File: config.mk
export PLATFORM = sky130hd
export DESIGN_NAME = rr_match_sched
export DESIGN_NICKNAME = d
export VERILOG_FILES = /design/src/rtl/rrm_pkg.sv /design/src/rtl/rrm_rr_pick.sv /design/src/rtl/rrm_iter_stage.sv /design/src/rtl/rrm_ptr_bank.sv /design/src/rtl/rr_match_sched.sv
export SDC_FILE = /design/constraint.sdc
export NUM_CORES = 1
export LEC_CHECK = 0
export BUFFER_PORTS_ARGS = -buffer_cell sky130_fd_sc_hd__buf_2
export CORE_ASPECT_RATIO = 2
export CORE_UTILIZATION = 35
export DETAILED_ROUTE_END_ITERATION = 8
export PLACE_DENSITY = 0.55
export SLEW_MARGIN = 20
export SYNTH_ARGS = -nofsm -noshare
export SYNTH_HDL_FRONTEND = slang
export SYNTH_SLANG_ARGS = --single-unit
File: constraint.sdc
create_clock -name clk -period 3.8 [get_ports clk]
set_input_delay 0.76 -clock clk [delete_from_list [all_inputs] [get_ports clk]]
set_output_delay 0.76 -clock clk [all_outputs]
set_load 0.05 [all_outputs]
File: src/rtl/rrm_pkg.sv
package rrm_pkg;

    typedef enum logic [1:0] {
        ST_IDLE   = 2'd0,
        ST_RUN    = 2'd1,
        ST_REPORT = 2'd2
    } rrm_state_e;

    // next index on a ring of n positions
    function automatic int unsigned rrm_wrap_inc(input int unsigned k, input int unsigned n);
        return (k + 1 >= n) ? 0 : k + 1;
    endfunction

endpackage

File: src/rtl/rrm_rr_pick.sv
// Picks the first set candidate at or after ptr, scanning upward with wrap.
module rrm_rr_pick #(
    parameter int N  = 4,
    parameter int PW = (N > 1) ? $clog2(N) : 1
) (
    input  logic [N-1:0]  cand,
    input  logic [PW-1:0] ptr,
    output logic [N-1:0]  pick
);

    always_comb begin
        logic          found;
        logic [PW:0]   idx;
        pick  = '0;
        found = 1'b0;
        for (int k = 0; k < N; k++) begin
            idx = {1'b0, ptr} + (PW+1)'(k);
            if (idx >= (PW+1)'(N)) begin
                idx = idx - (PW+1)'(N);
            end
            if (!found && cand[idx[PW-1:0]]) begin
                pick[idx[PW-1:0]] = 1'b1;
                found             = 1'b1;
            end
        end
    end

endmodule

File: src/rtl/rrm_iter_stage.sv
// One grant/accept iteration over the free inputs and outputs.
module rrm_iter_stage #(
    parameter int N  = 4,
    parameter int PW = (N > 1) ? $clog2(N) : 1
) (
    input  logic                     clk,
    input  logic                     rst_n,
    input  logic [N-1:0][N-1:0]      req,       // req[i][j]: input i wants output j
    input  logic [N-1:0]             in_free,
    input  logic [N-1:0]             out_free,
    input  logic [N-1:0][PW-1:0]     gptr,      // per output
    input  logic [N-1:0][PW-1:0]     aptr,      // per input
    output logic [N-1:0][N-1:0]      acc        // acc[i][j]: input i took output j
);

    logic [N-1:0][N-1:0] cand;   // cand[j][i]
    logic [N-1:0][N-1:0] gnt;    // gnt[j][i]
    logic [N-1:0][N-1:0] offer;  // offer[i][j]

    always_comb begin
        for (int j = 0; j < N; j++) begin
            for (int i = 0; i < N; i++) begin
                cand[j][i] = req[i][j] & in_free[i] & out_free[j];
            end
        end
    end

    for (genvar g = 0; g < N; g++) begin : g_grant
        rrm_rr_pick #(.N(N), .PW(PW)) u_pick (
            .cand (cand[g]),
            .ptr  (gptr[g]),
            .pick (gnt[g])
        );

        assert_grant_single_R2: assert property (@(posedge clk) disable iff (!rst_n)
            $onehot0(gnt[g]));
        assert_grant_legal_R2: assert property (@(posedge clk) disable iff (!rst_n)
            (gnt[g] & ~cand[g]) == '0);
    end

    always_comb begin
        for (int i = 0; i < N; i++) begin
            for (int j = 0; j < N; j++) begin
                offer[i][j] = gnt[j][i];
            end
        end
    end

    for (genvar a = 0; a < N; a++) begin : g_accept
        rrm_rr_pick #(.N(N), .PW(PW)) u_pick (
            .cand (offer[a]),
            .ptr  (aptr[a]),
            .pick (acc[a])
        );

        assert_accept_single_R3: assert property (@(posedge clk) disable iff (!rst_n)
            $onehot0(acc[a]));
        assert_accept_granted_R3: assert property (@(posedge clk) disable iff (!rst_n)
            (acc[a] & ~offer[a]) == '0);
    end

endmodule

File: src/rtl/rrm_ptr_bank.sv
// Rotating pointers for outputs (grant side) and inputs (accept side).
module rrm_ptr_bank #(
    parameter int N  = 4,
    parameter int PW = (N > 1) ? $clog2(N) : 1
) (
    input  logic                 clk,
    input  logic                 rst_n,
    input  logic                 upd,
    input  logic [N-1:0][N-1:0]  acc,
    output logic [N-1:0][PW-1:0] gptr,
    output logic [N-1:0][PW-1:0] aptr
);
    import rrm_pkg::*;

    logic [N-1:0][PW-1:0] gptr_d;
    logic [N-1:0][PW-1:0] aptr_d;

    always_comb begin
        gptr_d = gptr;
        aptr_d = aptr;
        for (int i = 0; i < N; i++) begin
            for (int j = 0; j < N; j++) begin
                if (acc[i][j]) begin
                    aptr_d[i] = PW'(rrm_wrap_inc(j, N));
                    gptr_d[j] = PW'(rrm_wrap_inc(i, N));
                end
            end
        end
    end

    always_ff @(posedge clk or negedge rst_n) begin
        if (!rst_n) begin
            gptr <= '0;
            aptr <= '0;
        end else if (upd) begin
            gptr <= gptr_d;
            aptr <= aptr_d;
        end
    end

endmodule

File: src/rtl/rr_match_sched.sv
module rr_match_sched #(
    parameter int N     = 4,
    parameter int ITERS = 3,
    parameter int PW    = (N > 1) ? $clog2(N) : 1
) (
    input  logic            clk,
    input  logic            rst_n,
    input  logic            start,
    input  logic [N*N-1:0]  req,
    output logic            busy,
    output logic            done,
    output logic [N-1:0]    match_valid,
    output logic [N*PW-1:0] match_port
);
    import rrm_pkg::*;

    localparam int CW = (ITERS > 1) ? $clog2(ITERS) : 1;

    rrm_state_e state_q, state_d;

    logic [CW-1:0]          cnt_q;
    logic [N-1:0][N-1:0]    req_q;
    logic [N-1:0]           in_used_q;
    logic [N-1:0]           out_used_q;
    logic [N-1:0]           wk_valid_q;
    logic [N-1:0][PW-1:0]   wk_port_q;
    logic [N-1:0]           res_valid_q;
    logic [N-1:0][PW-1:0]   res_port_q;

    logic [N-1:0][N-1:0]    acc;
    logic [N-1:0][PW-1:0]   gptr;
    logic [N-1:0][PW-1:0]   aptr;
    logic [N-1:0]           in_hit;
    logic [N-1:0]           out_hit;
    logic [N-1:0][PW-1:0]   hit_port;
    logic [N-1:0]           mrg_valid;
    logic [N-1:0][PW-1:0]   mrg_port;
    logic                   last_iter;
    logic                   upd;

    assign last_iter = (cnt_q == CW'(ITERS - 1));
    assign upd       = (state_q == ST_RUN) && (cnt_q == '0);

    rrm_ptr_bank #(.N(N), .PW(PW)) u_ptr (
        .clk   (clk),
        .rst_n (rst_n),
        .upd   (upd),
        .acc   (acc),
        .gptr  (gptr),
        .aptr  (aptr)
    );

    rrm_iter_stage #(.N(N), .PW(PW)) u_stage (
        .clk      (clk),
        .rst_n    (rst_n),
        .req      (req_q),
        .in_free  (~in_used_q),
        .out_free (~out_used_q),
        .gptr     (gptr),
        .aptr     (aptr),
        .acc      (acc)
    );

    // reduce this iteration's accepts
    always_comb begin
        in_hit   = '0;
        out_hit  = '0;
        hit_port = '0;
        for (int i = 0; i < N; i++) begin
            for (int j = 0; j < N; j++) begin
                if (acc[i][j]) begin
                    in_hit[i]   = 1'b1;
                    out_hit[j]  = 1'b1;
                    hit_port[i] = PW'(j);
                end
            end
        end
        for (int i = 0; i < N; i++) begin
            mrg_valid[i] = wk_valid_q[i] | in_hit[i];
            mrg_port[i]  = in_hit[i] ? hit_port[i] : wk_port_q[i];
        end
    end

    // state register
    always_ff @(posedge clk or negedge rst_n) begin
        if (!rst_n) state_q <= ST_IDLE;
        else        state_q <= state_d;
    end

    // next state
    always_comb begin
        state_d = state_q;
        unique case (state_q)
            ST_IDLE:   if (start) state_d = ST_RUN;
            ST_RUN:    if (last_iter) state_d = ST_REPORT;
            ST_REPORT: state_d = ST_IDLE;
            default:   state_d = ST_IDLE;
        endcase
    end

    // state outputs
    always_comb begin
        busy = 1'b0;
        done = 1'b0;
        unique case (state_q)
            ST_IDLE:   ;
            ST_RUN:    busy = 1'b1;
            ST_REPORT: begin busy = 1'b1; done = 1'b1; end
            default:   ;
        endcase
    end

    // slot working state and results
    always_ff @(posedge clk or negedge rst_n) begin
        if (!rst_n) begin
            cnt_q       <= '0;
            req_q       <= '0;
            in_used_q   <= '0;
            out_used_q  <= '0;
            wk_valid_q  <= '0;
            wk_port_q   <= '0;
            res_valid_q <= '0;
            res_port_q  <= '0;
        end else begin
            unique case (state_q)
                ST_IDLE: begin
                    if (start) begin
                        req_q      <= req;
                        cnt_q      <= '0;
                        in_used_q  <= '0;
                        out_used_q <= '0;
                        wk_valid_q <= '0;
                        wk_port_q  <= '0;
                    end
                end
                ST_RUN: begin
                    cnt_q      <= cnt_q + 1'b1;
                    in_used_q  <= in_used_q | in_hit;
                    out_used_q <= out_used_q | out_hit;
                    wk_valid_q <= mrg_valid;
                    wk_port_q  <= mrg_port;
                    if (last_iter) begin
                        res_valid_q <= mrg_valid;
                        res_port_q  <= mrg_port;
                    end
                end
                ST_REPORT: ;
                default: ;
            endcase
        end
    end

    assign match_valid = res_valid_q;
    assign match_port  = res_port_q;

    // result checks fed from result registers
    logic res_clash;
    logic res_unreq;
    always_comb begin
        res_clash = 1'b0;
        res_unreq = 1'b0;
        for (int i = 0; i < N; i++) begin
            if (res_valid_q[i] && !req_q[i][res_port_q[i]]) res_unreq = 1'b1;
            for (int k = i + 1; k < N; k++) begin
                if (res_valid_q[i] && res_valid_q[k] && (res_port_q[i] == res_port_q[k]))
                    res_clash = 1'b1;
            end
        end
    end

    assert_done_single_R1: assert property (@(posedge clk) disable iff (!rst_n)
        done |=> !done);
    assert_run_advance_R1: assert property (@(posedge clk) disable iff (!rst_n)
        (state_q == ST_RUN && !last_iter) |=> (state_q == ST_RUN && cnt_q == $past(cnt_q) + 1'b1));
    assert_ptr_freeze_R5: assert property (@(posedge clk) disable iff (!rst_n)
        !upd |=> ($stable(gptr) && $stable(aptr)));
    assert_xbar_unique_R6: assert property (@(posedge clk) disable iff (!rst_n)
        done |-> !res_clash);
    assert_pairs_balance_R6: assert property (@(posedge clk) disable iff (!rst_n)
        (state_q == ST_RUN) |-> ($countones(in_used_q) == $countones(out_used_q)));
    assert_match_requested_R7: assert property (@(posedge clk) disable iff (!rst_n)
        done |-> !res_unreq);
    assert_req_frozen_R8: assert property (@(posedge clk) disable iff (!rst_n)
        (state_q != ST_IDLE) |=> $stable(req_q));
    assert_result_hold_R10: assert property (@(posedge clk) disable iff (!rst_n)
        (state_q != ST_REPORT) |-> ($stable(res_valid_q) && $stable(res_port_q)));

endmodule

==> impl_metrics.py, run 1 <==
metrics = {
    "layout": {
        "num_antenna_cells": 0,
        "syn2layout_area_growth_pct": 48.8,
        "drive_above_1_share_pct": 45.3,
        "final_util_pct": 53.6,
        "final_nets": 1089,
        "multi_input_area_um2": 5890,
        "seqCellArea_um2": 1710,
        "finalInstanceArea_um2": 10400,
        "instances_no_fill": 1271,
        "nFillCells": 1800,
    },
    "clock_network": {
        "insertion_delay_ns": 0.36,
        "cts_sinks": 68,
        "clkTransAtPathRegs_ns": 0.06,
        "cts_buffers": 9,
        "clockBufferDepth": 2,
        "cts_tree": "yes",
        "cts_root_buffer": "clkbuf_16",
        "htree_num_levels": 3,
    },
    "yosys": {
        "avgSynthCellArea_um2": 9.08,
        "ys_seq_area_share_pct": 24.3,
        "synth_fp_nets": 853,
        "synth_commonest_cells": "dfrtp_1, ha_1, nand2_1, inv_1, nor2_1",
        "ys_ff_latch": 68,
        "synth_top_area_cell": "dfrtp_1",
        "synth_most_common_cell": "dfrtp_1",
        "syn_inst": 771,
        "synth_edf_count": 0,
        "synth_cell_types": 99,
        "async_flop_share_pct": 100,
        "synth_area_leaders": "dfrtp_1, ha_1, mux2_2",
        "synth_ff_type": "dfrtp_1",
        "netlist_area_um2": 7000,
        "synth_top_area_share_pct": 24.3,
        "ys_warn_count": 0,
    },
    "global_routing": {
        "grt_pass1_vias": 7499,
        "grtUsageTotal_pct": 25.0,
        "grt_pass1_wl_um": 38800,
        "grt_max_degree": 69,
        "gr-total-overflow": 0,
        "grt_antenna_before_repair": 0,
    },
    "status": {
        "status": "complete, but fails checks",
        "violations": "negative setup slack",
    },
    "placement": {
        "placedInstanceArea_um2": 8800,
        "dp_hpwl_um": 19200,
        "io_buffer_count": 32,
        "gp_congestion": 0.941,
        "place_inst": 1219,
    },
    "sta": {
        "fmax_mhz": 257,
        "skew_ns": 0.00741,
        "fin_crit_ns": 3.89,
        "relSlewSlack_pct": 7.27,
        "setup_ws_ns": -0.0919,
        "rsz0062_at_grt": "true",
        "hold_ws_ns": 0.472,
        "fin_crit_sh_pct": 102,
        "setup_viol": 16,
        "worst_pin_slew_ns": 1.38,
        "hold_violations": 0,
        "finalMaxSlewViolations": 0,
    },
    "floorplanning": {
        "die_area_um2": 20600,
        "initial_utilization_pct": 36.0,
        "rows": 72,
        "die_h_um": 202,
        "coreArea_um2": 19500,
        "boundaryPins": 33,
        "die_w_um": 102,
    },
    "worst_setup_path": {
        "worstSetupEndpointType": "flip-flop",
        "critPathKind": "reg2reg",
        "r2r_start": "in_used_q[3]$_DFFE_PN0P_",
        "arrival_ns": 4.12,
        "r2r-end": "in_used_q[2]$_DFFE_PN0P_",
        "r2r_setup_slack_ns": -0.09,
        "endpoint": "in_used_q[2]$_DFFE_PN0P_",
        "critPathLaunch": "in_used_q[3]$_DFFE_PN0P_",
        "worstRegToRegCells": 15,
        "cp-start-kind": "flip-flop",
        "required_ns": 4.03,
        "critPathMaxFanout": 7,
    },
    "drt": {
        "firstDrtPassIters": 5,
        "drt_iter0_markers": 413,
        "wl_per_cell_um": 20.3,
        "vias_per_cell": 5.79,
        "via_count": 7364,
        "drc": 0,
        "drtAntennaViolNets": 0,
        "routed_wl_um": 25900,
    },
    "run": {
        "maxCapViolations": 0,
    },
    "min_path": {
        "min_path_type": "reg2reg",
    },
}
[cell type report]
cell class / count / area share [%]
multi-input combinational: 629 / 56.5
timing repair buffer: 249 / 19.5
sequential: 68 / 16.4
tap: 259 / 3.11
clock buffer: 9 / 2.16
inverter: 50 / 1.87
clock inverter: 7 / 0.420
[state kept, by name (all words and copies together) (netlist names), 4 cells and up]
signal       flops
match_port       8
wk_port_q        8
match_valid      4
wk_valid_q       4
out_used_q       4
u_ptr.gptr       8
req_q           16
in_used_q        4
u_ptr.aptr       8
[routing by layer]
metal	up-vias	track usage [%]	wire, µm
met3	103	3.46	932
met2	190	47.0	14100
met5	-	0	0
met4	0	17.6	2130
met1	3610	24.0	8700
li1	3461	-	-
[layout by cell type, fill, tap and decap left out, types with 10 or more instances in the layout]
cell type and n:
buf_2 32, dfrtp_1 63, a211oi_1 10, a21oi_1 24, mux2_2 18, buf_4 176
nand2b_1 16, nand2_1 44, a22o_1 10, buf_6 32, ha_1 60, nand3_1 13
o21ai_1 20, mux4_2 10, inv_1 43, nor2_1 40, clkbuf_16 12, nor2b_1 25
o21ai_0 22
[timing repair]
item	CTS	global route
resized for setup	55	145
setup buffers	11	25
endpoints found under the setup margin	48	46
hold buffers	0	0
pin swaps	16	66
gates cloned	0	3
[logic make-up (layout without fill, tap and decap cells)]
kind of cell / Yosys count / after routing / share of synthesized area (%)
AOI/OAI and AO/OA: 256 / 256 / 28.9
adders and majority gates: 63 / 63 / 11.3
buffers and inverters: 74 / 315 / 4.31
DFF: 68 / 68 / 24.3
muxes: 42 / 42 / 8.18
and+or+nand+nor: 268 / 268 / 23.0
[through the flow]
stage | worst slack (ns) | TNS, ns
global route | -0.213 | -4.00
floorplan | 0.0208 | 0
global placement | -0.354 | -5.06
CTS | -0.0125 | -0.0467
detailed placement | -0.361 | -6.35
finish | -0.0919 | -0.703
[critical path, cell delays in order (launching register included)]
cell and delay (ns):
dfrtp_2 0.44, buf_12 0.16, nand2b_4 0.14, mux4_2 0.53, or4b_4 0.56, o211a_4 0.17
and4_1 0.20, and4_4 0.21, buf_6 0.13, o31ai_2 0.29, o2111ai_2 0.16, buf_6 0.19
buf_12 0.13, nor2_4 0.10, nand2_2 0.10, a22o_1 0.23
[worst min-delay path by stage]
stage	from	endpoint	depth (start not counted)
6_report	match_port[4]$_DFFE_PN0P_	match_port[4]$_DFFE_PN0P_	2
5_1_grt	wk_port_q[3]$_DFFE_PN0P_	wk_port_q[3]$_DFFE_PN0P_	1
4_1_cts	match_port[6]$_DFFE_PN0P_	match_port[6]$_DFFE_PN0P_	2
3_5_place_dp	match_port[6]$_DFFE_PN0P_	match_port[6]$_DFFE_PN0P_	2
3_3_place_gp	match_port[6]$_DFFE_PN0P_	match_port[6]$_DFFE_PN0P_	2
2_1_floorplan	rst_n	cnt_q[0]$_DFFE_PN0P_	0
Power of run 1 is not shown: default switching activity piles up to over one toggle a cycle in this logic, so the estimate is an artifact.
==> run 2: changes to the inputs <==
- CORE_UTILIZATION: 35 -> 55
- PLACE_DENSITY: 0.55 -> 0.78
==> run 2 against run 1 <==
Net effect:
- the flow still finishes with violations (negative setup slack)
- critical path depth down 2
- fmax shrank 5.9%
- utilization rose by 26 points
- via count up 8.7%
- clock skew increased by 0.0060 ns
==> impl_metrics.py, run 2 (synthesis results as in run 1) <==
metrics = {
    "global_routing": {
        "grt_antenna_before_repair": 3,
        "grtUsageTotal_pct": 42.3,
        "grt_pass1_wl_um": 41400,
        "gr-total-overflow": 0,
        "grt_max_degree": 48,
        "grt_pass1_vias": 8145,
    },
    "layout": {
        "top_register": "req_q",
        "seqCellArea_um2": 1710,
        "largest_register_ffs": 16,
        "final_common_cell": "buf_4",
        "syn2layout_area_growth_pct": 42.4,
        "final_cell_mix": "buf_4, dfrtp_1, ha_1, nand2_1, inv_1",
        "drive_above_1_share_pct": 43.7,
        "final_nets": 1078,
        "instances_no_fill": 1154,
        "nFillCells": 784,
        "multi_input_area_um2": 5730,
    },
    "sta": {
        "finalMaxSlewViolations": 0,
        "setup_ws_ns": -0.337,
        "setup_viol": 48,
        "relSlewSlack_pct": 47.3,
        "fin_crit_sh_pct": 109,
        "fmax_mhz": 242,
        "skew_ns": 0.0134,
        "fin_crit_ns": 4.14,
        "rsz0062_at_grt": "true",
        "hold_violations": 0,
        "worst_pin_slew_ns": 0.788,
    },
    "drt": {
        "drc": 0,
        "firstDrtPassIters": 5,
        "drtAntennaViolNets": 0,
        "wl_per_cell_um": 24.8,
        "vias_per_cell": 6.93,
        "drt_iter0_markers": 714,
        "routed_wl_um": 28700,
        "via_count": 8001,
    },
    "worst_setup_path": {
        "critPathKind": "reg2reg",
        "cp-start-kind": "flip-flop",
        "slowest_delay_ns": 0.55,
        "cp_num_buf_inv": 3,
        "cpMostUsedCell": "buf_4",
        "arrival_ns": 4.35,
        "critPathMaxFanout": 6,
        "critPathTopFamily": "compound AO/OA/AOI/OAI gates",
        "path_cells": "buf_6 -> nor2b_1 -> mux4_2 -> and2_1 -> a221oi_4 -> buf_4 -> and3_4 -> a22oi_2 -> buf_4 -> a31o_1 -> a221o_1 -> or3_4 -> a22o_1",
        "critical-path-slowest-cell": "dfrtp_2",
        "required_ns": 4.01,
        "worstSetupEndpointType": "flip-flop",
    },
    "clock_network": {
        "clockBufferDepth": 2,
        "htree_num_levels": 3,
        "cts_buffers": 9,
        "cts_sinks": 68,
        "cts_root_buffer": "clkbuf_16",
        "insertion_delay_ns": 0.35,
        "cts_tree": "yes",
        "cts_hold_buf": 0,
        "clkTransAtPathRegs_ns": 0.07,
    },
    "floorplanning": {
        "rows": 58,
        "coreArea_um2": 12500,
        "die_area_um2": 13200,
        "initial_utilization_pct": 56.1,
        "die_w_um": 81.8,
        "boundaryPins": 33,
        "die_h_um": 162,
    },
    "min_path": {
        "min_path_type": "in2async",
    },
    "placement": {
        "io_buffer_count": 32,
        "gp_congestion": 0.979,
        "place_inst": 1071,
        "dp_hpwl_um": 19600,
    },
    "status": {
        "violations": "negative setup slack",
        "status": "complete, but fails checks",
    },
    "run": {
        "maxCapViolations": 0,
    },
}
[run 2: cell types whose count changed in the layout (fill, tap and decap cells not counted), sizes merged]
cell,before,now
buf,246,238
bufinv,0,3
clkbuf,12,9
clkinv,5,2
clkinvlp,2,0
diode,0,3
inv,50,52
[run 2: through the flow]
stage	utilization [%]	worst slack [ns]	hold WS, ns	setup TNS, ns	cell area (µm²)
after detailed placement	66.8	-0.230	0.473	-5.20	8340
after global routing	79.9	-0.670	0.440	-22.55	9970
after global placement	66.8	-0.232	0.459	-1.82	8340
after floorplan	-	0.0208	0.456	0	7040
after CTS	73.4	-0.0677	0.414	-0.235	9160
final	79.9	-0.337	0.401	-8.46	9970
[run 2: area by class of cell]
class | instances | area share [%]
Antenna cell | 3 | 0.0753
Clock buffer | 9 | 2.26
Clock inverter | 7 | 1.22
Inverter | 50 | 1.88
Multi-Input combinational cell | 629 | 57.5
Sequential cell | 68 | 17.1
Tap cell | 150 | 1.88
Timing Repair Buffer | 238 | 18.1
[run 2: worst paths after layout]
path / start / slack (ns) / end / cells past startpoint
max: in_used_q[3]$_DFFE_PN0P_ / -0.34 / wk_valid_q[3]$_DFFE_PN0P_ / 13
min: rst_n / 0.40 / match_port[6]$_DFFE_PN0P_ / 1
max reg2reg: in_used_q[3]$_DFFE_PN0P_ / -0.34 / wk_valid_q[3]$_DFFE_PN0P_ / 13
min reg2reg: match_port[1]$_DFFE_PN0P_ / 0.49 / match_port[1]$_DFFE_PN0P_ / 2
max in group asynchronous: rst_n / 2.32 / in_used_q[0]$_DFFE_PN0P_ / 2
min in group clk: match_port[1]$_DFFE_PN0P_ / 0.49 / match_port[1]$_DFFE_PN0P_ / 2
[run 2: repair_timing]
item / 4_1_cts / 5_1_grt
buffers inserted: 23 / 41
setup endpoints to repair: 47 / 48
pin swaps: 29 / 48
resized for setup: 58 / 103
[run 2: per-layer routing]
| metal | GRT usage (%) | vias up | wire [µm] |
|---|---|---|---|
| li1 | - | 3437 | - |
| met1 | 40.1 | 3881 | 9100 |
| met2 | 73.0 | 479 | 15000 |
| met3 | 10.5 | 204 | 2070 |
| met4 | 35.1 | 0 | 2510 |
| met5 | 0 | - | 0 |
Power of run 2 is left out for the same reason.
==> run 3: changes to the inputs <==
- RECOVER_POWER: not set -> 25
==> run 3 against run 2 <==
Net effect:
- the flow still finishes with violations (negative setup slack)
- count of clock-buffer cells in the layout did not move
- cell count did not move
- largest cell class unchanged
- sequential share of layout area barely moved
- global-route usage did not move
- utilization barely moved
- critical path type unchanged
- worst setup slack got worse by 0.025 ns
- fmax fell by 0.61%
- critical path depth rose by 2
==> impl_metrics.py, run 3 (synthesis results as in run 1) <==
metrics = {
    "floorplanning": {
        "die_area_um2": 13200,
        "die_h_um": 162,
        "initial_utilization_pct": 56.1,
        "die_w_um": 81.8,
        "coreArea_um2": 12500,
        "rows": 58,
        "boundaryPins": 33,
    },
    "global_routing": {
        "grt_antenna_before_repair": 3,
        "grt_pass1_vias": 8145,
        "busiest_layer": "met2",
        "use_met3_pct": 10.5,
        "gr-total-overflow": 0,
        "grt_max_degree": 48,
        "grt_pass1_wl_um": 41400,
        "grtUsageTotal_pct": 42.3,
        "use_met2_pct": 73.0,
        "use_met1_pct": 40.1,
    },
    "placement": {
        "io_buffer_count": 32,
        "gp_congestion": 0.979,
        "placedInstanceArea_um2": 8340,
        "dp_hpwl_um": 19600,
    },
    "min_path": {
        "min_path_cells": 2,
        "min_path_type": "reg2reg",
        "min-delay-start": "match_port[1]$_DFFE_PN0P_",
    },
    "layout": {
        "final_common_cell": "buf_4",
        "largest_register_ffs": 16,
        "drive_above_1_share_pct": 43.6,
        "top_register": "req_q",
        "finalInstanceArea_um2": 9970,
        "final_cell_mix": "buf_4, dfrtp_1, ha_1, nand2_1, inv_1",
        "syn2layout_area_growth_pct": 42.4,
        "final_nets": 1078,
    },
    "drt": {
        "firstDrtPassIters": 5,
        "drc": 0,
        "via_count": 8022,
        "vias_per_cell": 6.95,
        "routed_wl_um": 28700,
        "drtAntennaViolNets": 0,
        "drt_iter0_markers": 710,
        "wl_per_cell_um": 24.9,
    },
    "sta": {
        "relSlewSlack_pct": 11.8,
        "rsz0062_at_grt": "true",
        "fin_crit_ns": 4.16,
        "worst_pin_slew_ns": 1.32,
        "finalMaxSlewViolations": 0,
        "setup_viol": 48,
        "skew_ns": 0.0132,
        "tns_ns": -9.62,
        "hold_ws_ns": 0.489,
        "fin_crit_sh_pct": 110,
        "hold_violations": 0,
        "setup_ws_ns": -0.363,
        "fmax_mhz": 240,
    },
    "run": {
        "maxCapViolations": 0,
    },
    "clock_network": {
        "cts_sinks": 68,
        "cts_hold_buf": 0,
        "cts_tree": "yes",
        "cts_buffers": 9,
        "cts_root_buffer": "clkbuf_16",
        "insertion_delay_ns": 0.35,
        "clkTransAtPathRegs_ns": 0.07,
        "clockBufferDepth": 2,
        "htree_num_levels": 3,
    },
    "worst_setup_path": {
        "critPathLaunch": "in_used_q[3]$_DFFE_PN0P_",
        "critPathKind": "reg2reg",
        "r2r_start": "in_used_q[3]$_DFFE_PN0P_",
        "critical-path-slowest-cell": "dfrtp_2",
        "cp-start-kind": "flip-flop",
        "slowest_delay_ns": 0.53,
        "required_ns": 4.01,
        "worstSetupEndpointType": "flip-flop",
        "critPathMaxFanout": 7,
        "worstRegToRegCells": 15,
        "arrival_ns": 4.37,
        "path_cells": "buf_6 -> nand3b_1 -> a21o_1 -> a22o_1 -> and2b_2 -> buf_4 -> a211o_1 -> nor2_1 -> o22ai_2 -> buf_6 -> mux2_4 -> a211o_4 -> buf_6 -> nor4_4 -> a21oi_1",
        "cpMostUsedCell": "buf_6",
    },
    "status": {
        "status": "complete, but fails checks",
        "violations": "negative setup slack",
    },
}
-- run 3: path summary, 6_finish.rpt --
kind,to,slack (ns)
min in group asynchronous,match_port[6]$_DFFE_PN0P_,0.70
worst min-delay path,match_port[1]$_DFFE_PN0P_,0.49
worst min register to register,match_port[1]$_DFFE_PN0P_,0.49
worst max-delay path,match_valid[1]$_DFFE_PN0P_,-0.36
worst max register to register,match_valid[1]$_DFFE_PN0P_,-0.36
max in group asynchronous,in_used_q[0]$_DFFE_PN0P_,1.17
-- run 3: through the flow --
stage	std cells	setup WS [ns]	util [%]
finish	1154	-0.363	79.9
global route	1153	-0.670	79.9
CTS	1110	-0.0677	73.4
detailed placement	1071	-0.230	66.8
global placement	1071	-0.232	66.8
floorplan	771	0.0208	-
-- run 3: worst max-delay path, delay by kind of cell (launching register included) --
family / cells / cell delay (ns)
AND/OR/NAND/NOR: 4 / 1.18
buffers and inverters: 4 / 0.63
flip-flops: 1 / 0.53
multiplexers: 1 / 0.32
AO/OA/AOI/OAI: 6 / 1.36
-- run 3: final cells by class --
class / count / area [µm²]
multi-input cells: 629 / 5730
fillers: 784 / 2510
repair buffers: 238 / 1800
flip-flops and latches: 68 / 1710
clock buffers: 9 / 225
inverters: 50 / 188
well taps: 150 / 188
clock inverters: 7 / 121
diodes: 3 / 7.51
-- run 3: repair_timing --
item                       CTS  global route
setup buffers               23            41
setup endpoints to repair   47            48
pin swaps                   29            48
gates resized for setup     58           103
-- run 3: layer usage --
metal	wire, µm	up-vias
met5	0	-
met4	2550	0
li1	-	3432
met2	15000	466
met1	9100	3928
met3	2100	196
Power of run 3 is left out for the same reason.
